==> src/rtl/gct_pkg.sv <==
package gct_pkg;
  localparam int ADDR_W = 3;
  localparam int PSEL_W = 3;

  localparam logic [ADDR_W-1:0] A_CTRL = 3'd0;
  localparam logic [ADDR_W-1:0] A_STAT = 3'd1;
  localparam logic [ADDR_W-1:0] A_PRE  = 3'd2;
  localparam logic [ADDR_W-1:0] A_CMP  = 3'd3;
  localparam logic [ADDR_W-1:0] A_CNT  = 3'd4;

  typedef enum logic [1:0] {
    ACT_HOLD   = 2'b00,
    ACT_TOGGLE = 2'b01,
    ACT_LOW    = 2'b10,
    ACT_HIGH   = 2'b11
  } out_act_e;

  // Control register: psel[11:9] init[8] act[7:6] gate_en[5] swr[4] cpe[3] mode[2:0]
  typedef struct packed {
    logic [PSEL_W-1:0] psel;
    logic              init_lvl;
    out_act_e          act;
    logic              gate_en;
    logic              swr;
    logic              cpe;
    logic [2:0]        mode;
  } ctrl_t;

  localparam int CTRL_W = $bits(ctrl_t);
endpackage

==> src/rtl/gct_edge_sync.sv <==
module gct_edge_sync #(
  parameter int   STAGES  = 2,
  parameter logic RST_VAL = 1'b0,
  parameter bit   FALLING = 1'b0
) (
  input  logic clk,
  input  logic rst_n,
  input  logic async_in,
  output logic edge_evt
);
  logic [STAGES:0] chain_q;

  always_ff @(posedge clk or negedge rst_n) begin
    if (!rst_n) chain_q <= {(STAGES+1){RST_VAL}};
    else        chain_q <= {chain_q[STAGES-1:0], async_in};
  end

  // chain_q[STAGES-1] is the synchronized level, chain_q[STAGES] its previous value
  generate
    if (FALLING) begin : g_fall
      assign edge_evt = chain_q[STAGES] & ~chain_q[STAGES-1];
    end else begin : g_rise
      assign edge_evt = ~chain_q[STAGES] & chain_q[STAGES-1];
    end
  endgenerate
endmodule

==> src/rtl/gct_prescaler.sv <==
module gct_prescaler #(
  parameter int PSEL_W = 3
) (
  input  logic              clk,
  input  logic              rst_n,
  input  logic              run,
  input  logic              src_evt,
  input  logic [PSEL_W-1:0] psel,
  output logic              tick
);
  localparam int PC_W = (1 << PSEL_W) - 1;

  logic [PC_W-1:0] pcnt_q;
  logic [PC_W-1:0] last;

  assign last = (PC_W'(1) << psel) - PC_W'(1);
  assign tick = run && src_evt && (pcnt_q == last);

  always_ff @(posedge clk or negedge rst_n) begin
    if (!rst_n)          pcnt_q <= '0;
    else if (!run)       pcnt_q <= '0;
    else if (tick)       pcnt_q <= '0;
    else if (src_evt)    pcnt_q <= pcnt_q + PC_W'(1);
  end
endmodule

==> src/rtl/gct_counter.sv <==
module gct_counter
  import gct_pkg::*;
#(
  parameter int CNT_W = 16
) (
  input  logic             clk,
  input  logic             rst_n,
  input  logic             run,
  input  logic             tick,
  input  logic [CNT_W-1:0] preload,
  input  logic [CNT_W-1:0] compare,
  input  out_act_e         act,
  input  logic             init_lvl,
  output logic [CNT_W-1:0] live,
  output logic             hit,
  output logic             tout
);
  logic             loaded_q;
  logic [CNT_W-1:0] nxt;

  always_comb begin
    if (!loaded_q || live == '0) nxt = preload;
    else                         nxt = live - CNT_W'(1);
  end

  assign hit = run && tick && (nxt == compare);

  always_ff @(posedge clk or negedge rst_n) begin
    if (!rst_n) begin
      live     <= '0;
      loaded_q <= 1'b0;
      tout     <= 1'b0;
    end else if (!run) begin
      live     <= '0;
      loaded_q <= 1'b0;
      tout     <= init_lvl;
    end else if (tick) begin
      live     <= nxt;
      loaded_q <= 1'b1;
      if (hit) begin
        unique case (act)
          ACT_TOGGLE: tout <= ~tout;
          ACT_LOW:    tout <= 1'b0;
          ACT_HIGH:   tout <= 1'b1;
          default:    tout <= tout;
        endcase
      end
    end
  end
endmodule

==> src/rtl/gated_capture_timer.sv <==
module gated_capture_timer
  import gct_pkg::*;
#(
  parameter int CNT_W  = 16,
  parameter int DATA_W = 16
) (
  input  logic              clk,
  input  logic              rst_n,
  input  logic              wr_en,
  input  logic [2:0]        wr_addr,
  input  logic [DATA_W-1:0] wr_data,
  input  logic [2:0]        rd_addr,
  output logic [DATA_W-1:0] rd_data,
  input  logic              ext_clk_in,
  input  logic              gate_n_in,
  output logic              tmr_out
);
  ctrl_t            ctrl_q;
  logic [CNT_W-1:0] pre_q, cmp_q, shadow_q, live_cnt;
  logic             on_q, gate_flag_q, cmp_flag_q;
  logic             run_en, ext_fall, gate_rise, cnt_tick, cmp_hit;
  logic             wr_ctrl, wr_stat, wr_pre, wr_cmp;

  assign run_en  = (ctrl_q.mode == 3'b000) && ctrl_q.cpe && ctrl_q.swr;
  assign wr_ctrl = wr_en && (wr_addr == A_CTRL);
  assign wr_stat = wr_en && (wr_addr == A_STAT);
  assign wr_pre  = wr_en && (wr_addr == A_PRE);
  assign wr_cmp  = wr_en && (wr_addr == A_CMP);

  gct_edge_sync #(.STAGES(2), .RST_VAL(1'b0), .FALLING(1'b1)) u_ext_sync (
    .clk(clk), .rst_n(rst_n), .async_in(ext_clk_in), .edge_evt(ext_fall)
  );

  gct_edge_sync #(.STAGES(2), .RST_VAL(1'b1), .FALLING(1'b0)) u_gate_sync (
    .clk(clk), .rst_n(rst_n), .async_in(gate_n_in), .edge_evt(gate_rise)
  );

  gct_prescaler #(.PSEL_W(PSEL_W)) u_presc (
    .clk(clk), .rst_n(rst_n), .run(run_en), .src_evt(ext_fall),
    .psel(ctrl_q.psel), .tick(cnt_tick)
  );

  gct_counter #(.CNT_W(CNT_W)) u_cnt (
    .clk(clk), .rst_n(rst_n), .run(run_en), .tick(cnt_tick),
    .preload(pre_q), .compare(cmp_q), .act(ctrl_q.act),
    .init_lvl(ctrl_q.init_lvl), .live(live_cnt), .hit(cmp_hit), .tout(tmr_out)
  );

  always_ff @(posedge clk or negedge rst_n) begin
    if (!rst_n) begin
      ctrl_q <= '0;
      pre_q  <= '0;
      cmp_q  <= '0;
      on_q   <= 1'b0;
    end else begin
      on_q <= run_en;
      if (wr_ctrl) ctrl_q <= ctrl_t'(wr_data[CTRL_W-1:0]);
      if (wr_pre)  pre_q  <= wr_data[CNT_W-1:0];
      if (wr_cmp)  cmp_q  <= wr_data[CNT_W-1:0];
    end
  end

  always_ff @(posedge clk or negedge rst_n) begin
    if (!rst_n) begin
      gate_flag_q <= 1'b0;
      cmp_flag_q  <= 1'b0;
      shadow_q    <= '0;
    end else begin
      if (!gate_flag_q) shadow_q <= live_cnt;

      if (!run_en)                              gate_flag_q <= 1'b0;
      else if (ctrl_q.gate_en && gate_rise)     gate_flag_q <= 1'b1;
      else if (wr_stat && wr_data[1])           gate_flag_q <= 1'b0;

      if (!run_en)                              cmp_flag_q <= 1'b0;
      else if (cmp_hit)                         cmp_flag_q <= 1'b1;
      else if (wr_stat && wr_data[2])           cmp_flag_q <= 1'b0;
    end
  end

  always_comb begin
    unique case (rd_addr)
      A_CTRL:  rd_data = DATA_W'(ctrl_q);
      A_STAT:  rd_data = DATA_W'({cmp_flag_q, gate_flag_q, on_q});
      A_PRE:   rd_data = DATA_W'(pre_q);
      A_CMP:   rd_data = DATA_W'(cmp_q);
      A_CNT:   rd_data = DATA_W'(shadow_q);
      default: rd_data = '0;
    endcase
  end
endmodule

==> config.mk <==
export PLATFORM = sky130hd
export DESIGN_NAME = gated_capture_timer
export DESIGN_NICKNAME = d
export VERILOG_FILES = /design/src/rtl/gct_pkg.sv /design/src/rtl/gct_edge_sync.sv /design/src/rtl/gct_prescaler.sv /design/src/rtl/gct_counter.sv /design/src/rtl/gated_capture_timer.sv
export SDC_FILE = /design/constraint.sdc
export NUM_CORES = 1
export LEC_CHECK = 0
export BUFFER_PORTS_ARGS = -buffer_cell sky130_fd_sc_hd__buf_2
export CORE_UTILIZATION = 36
export DETAILED_ROUTE_END_ITERATION = 6
export PLACE_DENSITY_LB_ADDON = 0.12
export SYNTH_ARGS = -nofsm -noshare
export SYNTH_HDL_FRONTEND = slang
export SYNTH_SLANG_ARGS = --single-unit
==> constraint.sdc <==
create_clock -name clk -period 3.9 [get_ports clk]
set_clock_uncertainty 0.1 [all_clocks]
set_input_delay 0.585 -clock clk [delete_from_list [all_inputs] [get_ports clk]]
set_output_delay 0.585 -clock clk [all_outputs]
set_load 0.01 [all_outputs]
==> After elaboration in Yosys (flattened, before gate mapping) <==
Index checks and enable logic that the tools add are counted.
{ "word_totals": {"ff_bits": 94} }
{ "op_classes": {"addsub": 3, "muxes": 19, "eq_ne": 18, "n_bitwise": 5, "n_shift": 1, "n_reduce_logical": 20} }
{ "ops": {"columns": ["op", "n"], "rows": [
  ["16-bit one-hot mux with 5 select lines", 1],
  ["16-bit 2-to-1 mux", 3],
  ["7-bit 2-to-1 mux", 3],
  ["16-bit equality test", 1],
  ["16-bit zero test", 1],
  ["16-bit by 1-bit subtractor with 16-bit output, second input constant", 1],
  ["1-bit logical AND", 13],
  ["3-bit by 2-bit equality test with 1-bit output, second input constant", 4],
  ["1-bit 2-to-1 mux", 11],
  ["3-bit zero test", 3],
  ["3-bit by 1-bit != test with 1-bit output, second input constant", 3],
  ["7-bit by 1-bit adder with 7-bit output, second input constant", 1],
  ["7-bit equality test", 1],
  ["1-bit by 3-bit left shift with 7-bit output, first input constant", 1],
  ["7-bit by 2-bit subtractor with 7-bit output, second input constant", 1],
  ["3-bit by 1-bit equality test with 1-bit output, second input constant", 2],
  ["2-bit equality test, second input constant", 2],
  ["2-bit by 1-bit != test with 1-bit output, second input constant", 2],
  ["4-bit by 1-bit != test with 1-bit output, second input constant", 1],
  ["3-bit equality test, second input constant", 1],
  ["1-bit NOT", 3],
  ["1-bit one-hot mux with 3 select lines", 1],
  ["3-bit AND reduction", 1],
  ["1-bit AND", 2],
  ["3 further kinds", 3]
]} }

==> Logic depth before layout (Yosys ltp) <==
{ "depth": {"word_depth": 10, "ltp_mapped": 12, "mapped_depth_nobuf": 10} }

==> Modules after synthesis <==
Synthesis repeated with hierarchy kept, for this count alone.
{ "hier_totals": {"cells_unflattened": 524, "hier_area_um2": 5674.2} }
{ "by_module_without_submodules": {"columns": ["mod", "n_inst", "cells_per_inst", "seq_area_each_um2", "area_each_um2"], "rows": [
  ["gated_capture_timer", 1, 219, 1576.5, 2965.3],
  ["gct_counter", 1, 230, 450.4, 1925.6],
  ["gct_prescaler", 1, 67, 175.2, 601.8],
  ["gct_edge_sync (u_gate_sync)", 1, 4, 78.8, 92.6],
  ["gct_edge_sync (u_ext_sync)", 1, 4, 75.1, 88.8]
]} }

==> Worst setup path before layout <==
OpenSTA, ideal clock, no wires.
{ "synth_timing": {"path_kind": "reg2reg", "start": "register u_cnt.live[0]", "end": "register u_cnt.tout", "path_slack_ns": 0.553, "path_buffers": 2, "synth_period_minus_slack_ns": 3.347, "setup_time_ns": 0.082, "required_time_ns": 3.718, "stages_incl_launch_ff": 13, "t_arrival_ns": 3.165, "cell_sequence": "dfrtp_1 clkbuf_1 inv_1 ha_1 or3b_2 clkbuf_1 or4_1 a31oi_1 xnor2_1 and4_1 nand4_1 o41a_1 o22ai_1"} }
{ "synth_between": {"elab_chain_cells": 7, "word_cells_on_any_way": 8, "cone_classes": "add/sub: 1; eq/ne: 2; mux: 1; reduce/logical: 4"} }
{ "synth_lines": {"columns": ["item", "line", "text"], "rows": [
  ["start: declaration", "gct_counter.sv:14", "output logic [CNT_W-1:0] live,"],
  ["start signal: assignment", "gct_counter.sv:38", "live <= nxt;"],
  ["parallel branches: the longest is 2 deep, another holds 16-bit by 1-bit subtractor with 16-bit output", null, null],
  ["16-bit 2-to-1 mux (*)", "gct_counter.sv:22", "if (!loaded_q || live == '0) nxt = preload;"],
  ["16-bit equality test (*)", "gct_counter.sv:26", "assign hit = run && tick && (nxt == compare);"],
  ["1-bit logical AND (*)", "gct_counter.sv:26", null],
  ["2-bit by 1-bit != test with 1-bit output (no line) (*)", null, null],
  ["3-bit AND reduction (no line) (*)", null, null],
  ["end signal: assignment", "gct_counter.sv:36", "tout <= init_lvl;"],
  ["end signal: assignment", "gct_counter.sv:42", "ACT_TOGGLE: tout <= ~tout;"],
  ["end signal: assignment", "gct_counter.sv:45", "default: tout <= tout;"],
  ["end: declaration", "gct_counter.sv:16", "output logic tout"]
]} }
Mark *: on every way between the ends.
A chain may end at the register's enable or synchronous reset.

==> Worst setup path after layout <==
Same ends and word-level chain as after synthesis.

==> results.toml <==
[global_route]
grt_pass1_vias = 4188
grt_max_degree = 79
grt_pass1_wl_mm = 23.76
grt_usage_pct = 21.36
antenna_found_initial = 0
overflow = 0

[cts]
cts-resized-gates = 0
htree_levels = 3
postCtsSetupRepairBufs = 0
path_clk_slew_ns = 0.07
postCtsHoldBufs = 0
clk_latency_ns = 0.36
numCtsBuffers = 9
clk_path_buf_depth = 2
root_buffer = "clkbuf_16"
clkSinkCount = 94
cts_tree = "done"

[power]
netSwitchingPower_mw = 0.8010
power.density_nw_per_um2 = 429.7
p_seq_share_pct = 48.1
p_leak_nw = 2.643
clkPwrFrac_pct = 33.1
combPwrFrac_pct = 18.8
ir_worst_vdd_mv = 0.2255
switching_share_pct = 31.25
p_int_mw = 1.762

[yosys]
synth_top_area_share_pct = 43.25
synth_fp_nets = 579
synth_cell_type_count = 58
async_reset_ff_share_pct = 100.0
synth_area_leader_cell = "dfrtp_1"
syn_area_per_cell_sq_um = 9.573
ys_seq_area_share_pct = 44.75
synthTopCellsByArea = "dfrtp_1 (43%), mux2_2 (10%), o21ai_0 (5.2%)"
ys.flop_type = "dfrtp_1"
synth_cells = 550
ys_ff_latch = 94
syn_area_sq_um = 5265
synth-edff-count = 0
yosysWarnings = 0

[min_path]
whs_endpoint = "u_gate_sync.chain_q[0]"
min_path_cells = 1
hp-class = "input port to flop"
hold_start = "gate_n_in"

[worst_setup_path]
startpoint = "u_cnt.live[0]"
arrival_ns = 3.78
r2r-end = "u_cnt.tout"
rrSetupSlack_ns = 0.30
cp-end-kind = "flop"
reg2regPathDepth = 10
timing.rr.start = "u_cnt.live[0]"
cp.required_ns = 4.08
worst_setup_path_start_kind = "flop"
critical_path_class = "flop to flop"
crit_fanout = 13

[timing]
hold_viol_final = 0
period_share_pct = 92.26
tns_ns = 0
setup_viol = 0
tightest_slew_ns = 1.267
rsz0062_at_grt = "no"
drv_slew = 0
min_period_ns = 3.598
slew_headroom_pct = 15.40
fmax_mhz = 277.9

[final_layout]
area_growth_pct = 13.31
nNetsFinal = 608
drive_above_1_share_pct = 22.95
final_common_cell = "dfrtp_1"
utilization_pct = 42.32
final_cell_mix = "dfrtp_1 (91), o21ai_0 (55), nand2_1 (54), mux2_2 (49), buf_2 (42)"
fillers = 1447
diodes = 0

[floorplanning]
die_area_sq_um = 15110
die_h_um = 122.9
pin_count = 44
chipWidth_um = 122.9
start_util_pct = 37.35
core_area_sq_um = 14100
rows = 43

[route]
routedWlPerCell_um = 19.51
vias_per_cell = 5.628
wl_mm = 14.90
postRouteAntennaNets = 0
drt_iter0_drc = 277
drcViolationCount = 0
drt-pass1-iter-count = 4
route.vias.total = 4300

[placed_design]
port-buffer-count = 43
dp_hpwl_mm = 10.55
place.gp.congestion = 0.8928

[outcome]
status = "finished, final reports clean"

[run]
cap_violations = 0
## synth_stat cells (all sizes together) (4+ instances only)
cell type,count
or4,8
a22oi,9
buf,5
o41ai,4
nand2,54
inv,20
and2,6
nor4,7
o22ai,7
dfrtp,91
mux2,49
nor3,19
a21oi,32
xnor2,13
xor2,7
nand2b,6
and3,6
mux2i,13
o31ai,6
nor2,25
o21ai,55
nor2b,8
a21boi,4
a31oi,4
clkbuf,34
nand4,6
nand3,8
## metal layers
metal | vias up | GRT usage (%) | routed length, um
met1 | 2133 | 29.38 | 7041
met5 | - | 0 | 0
met4 | 0 | 9.756 | 498
met3 | 24 | 3.552 | 548
li1 | 2059 | - | -
met2 | 84 | 32.87 | 6815
## area by class of cell
cell class | instances | area (sq um) | share of cell area [%]
clock buffer | 10 | 239.0 | 4.006
clock inverter | 6 | 47.55 | 0.7970
inverter | 20 | 75.07 | 1.258
multi-input combinational | 397 | 2700 | 45.26
sequential | 94 | 2356 | 39.49
tap | 180 | 225.2 | 3.775
timing repair buffer | 57 | 322.8 | 5.411
## flip-flops by register name, indices dropped and copies added (netlist names)
signal / count
cmp_flag_q: 1
cmp_q: 16
ctrl_q: 12
gate_flag_q: 1
on_q: 1
pre_q: 16
shadow_q: 16
u_cnt.live: 16
u_cnt.loaded_q: 1
u_cnt.tout: 1
u_ext_sync.chain_q: 3
u_gate_sync.chain_q: 3
u_presc.pcnt_q: 7
## stage by stage
stage | instance area (sq um) | hold WS, ns | std cells | setup WS, ns | power, mW
3_3_place_gp | 5679 | 0.2345 | 748 | 0.3787 | 1.724
2_1_floorplan | 5265 | 0.1894 | 550 | 0.5531 | 1.529
4_1_cts | 5966 | 0.2144 | 764 | 0.3070 | 2.591
5_1_grt | 5966 | 0.2157 | 764 | 0.03433 | 2.691
6_report | 5966 | 0.2265 | 764 | 0.3017 | 2.563
3_5_place_dp | 5679 | 0.2468 | 748 | 0.3144 | 1.734
## power by group through the flow
stage | Clock, mW | Sequential [mW] | Combinational (mW)
finish | 0.849 | 1.23 | 0.481
global route | 0.904 | 1.25 | 0.536
CTS | 0.874 | 1.23 | 0.485
detailed placement | 0 | 1.25 | 0.482
global placement | 0 | 1.25 | 0.476
floorplan | 0 | 1.17 | 0.355
## cells by family (layout without fill, tap and decap cells)
family,after synthesis,after routing,share of synthesized area (%)
multiplexers,62,62,12.95
flip-flops,94,94,44.75
AO/OA/AOI/OAI,143,143,17.18
AND/OR/NAND/NOR,170,170,16.83
XOR/XNOR,20,20,3.327
adder cells (fa/ha/maj),2,2,0.4752
buffers and inverters,59,93,4.491
## worst max-delay path by stage
stage                            end  slack [ns]  cells after the start
final                     u_cnt.tout        0.30                     10
after global routing      u_cnt.tout        0.03                     10
after CTS                 u_cnt.tout        0.31                     11
after detailed placement  u_cnt.tout        0.31                     11
after global placement    u_cnt.tout        0.38                     11
after floorplan           u_cnt.tout        0.55                     12
## worst max-delay path: stages, from the launching register on
cell	delay [ns]
dfrtp_1	0.45
inv_1	0.10
ha_1	0.23
or3b_2	0.64
o41a_1	0.65
buf_4	0.26
a31oi_1	0.17
a21boi_0	0.21
nand4_1	0.16
o41a_1	0.43
o22ai_1	0.12
No activity file was read; power rests on OpenSTA's default activity.
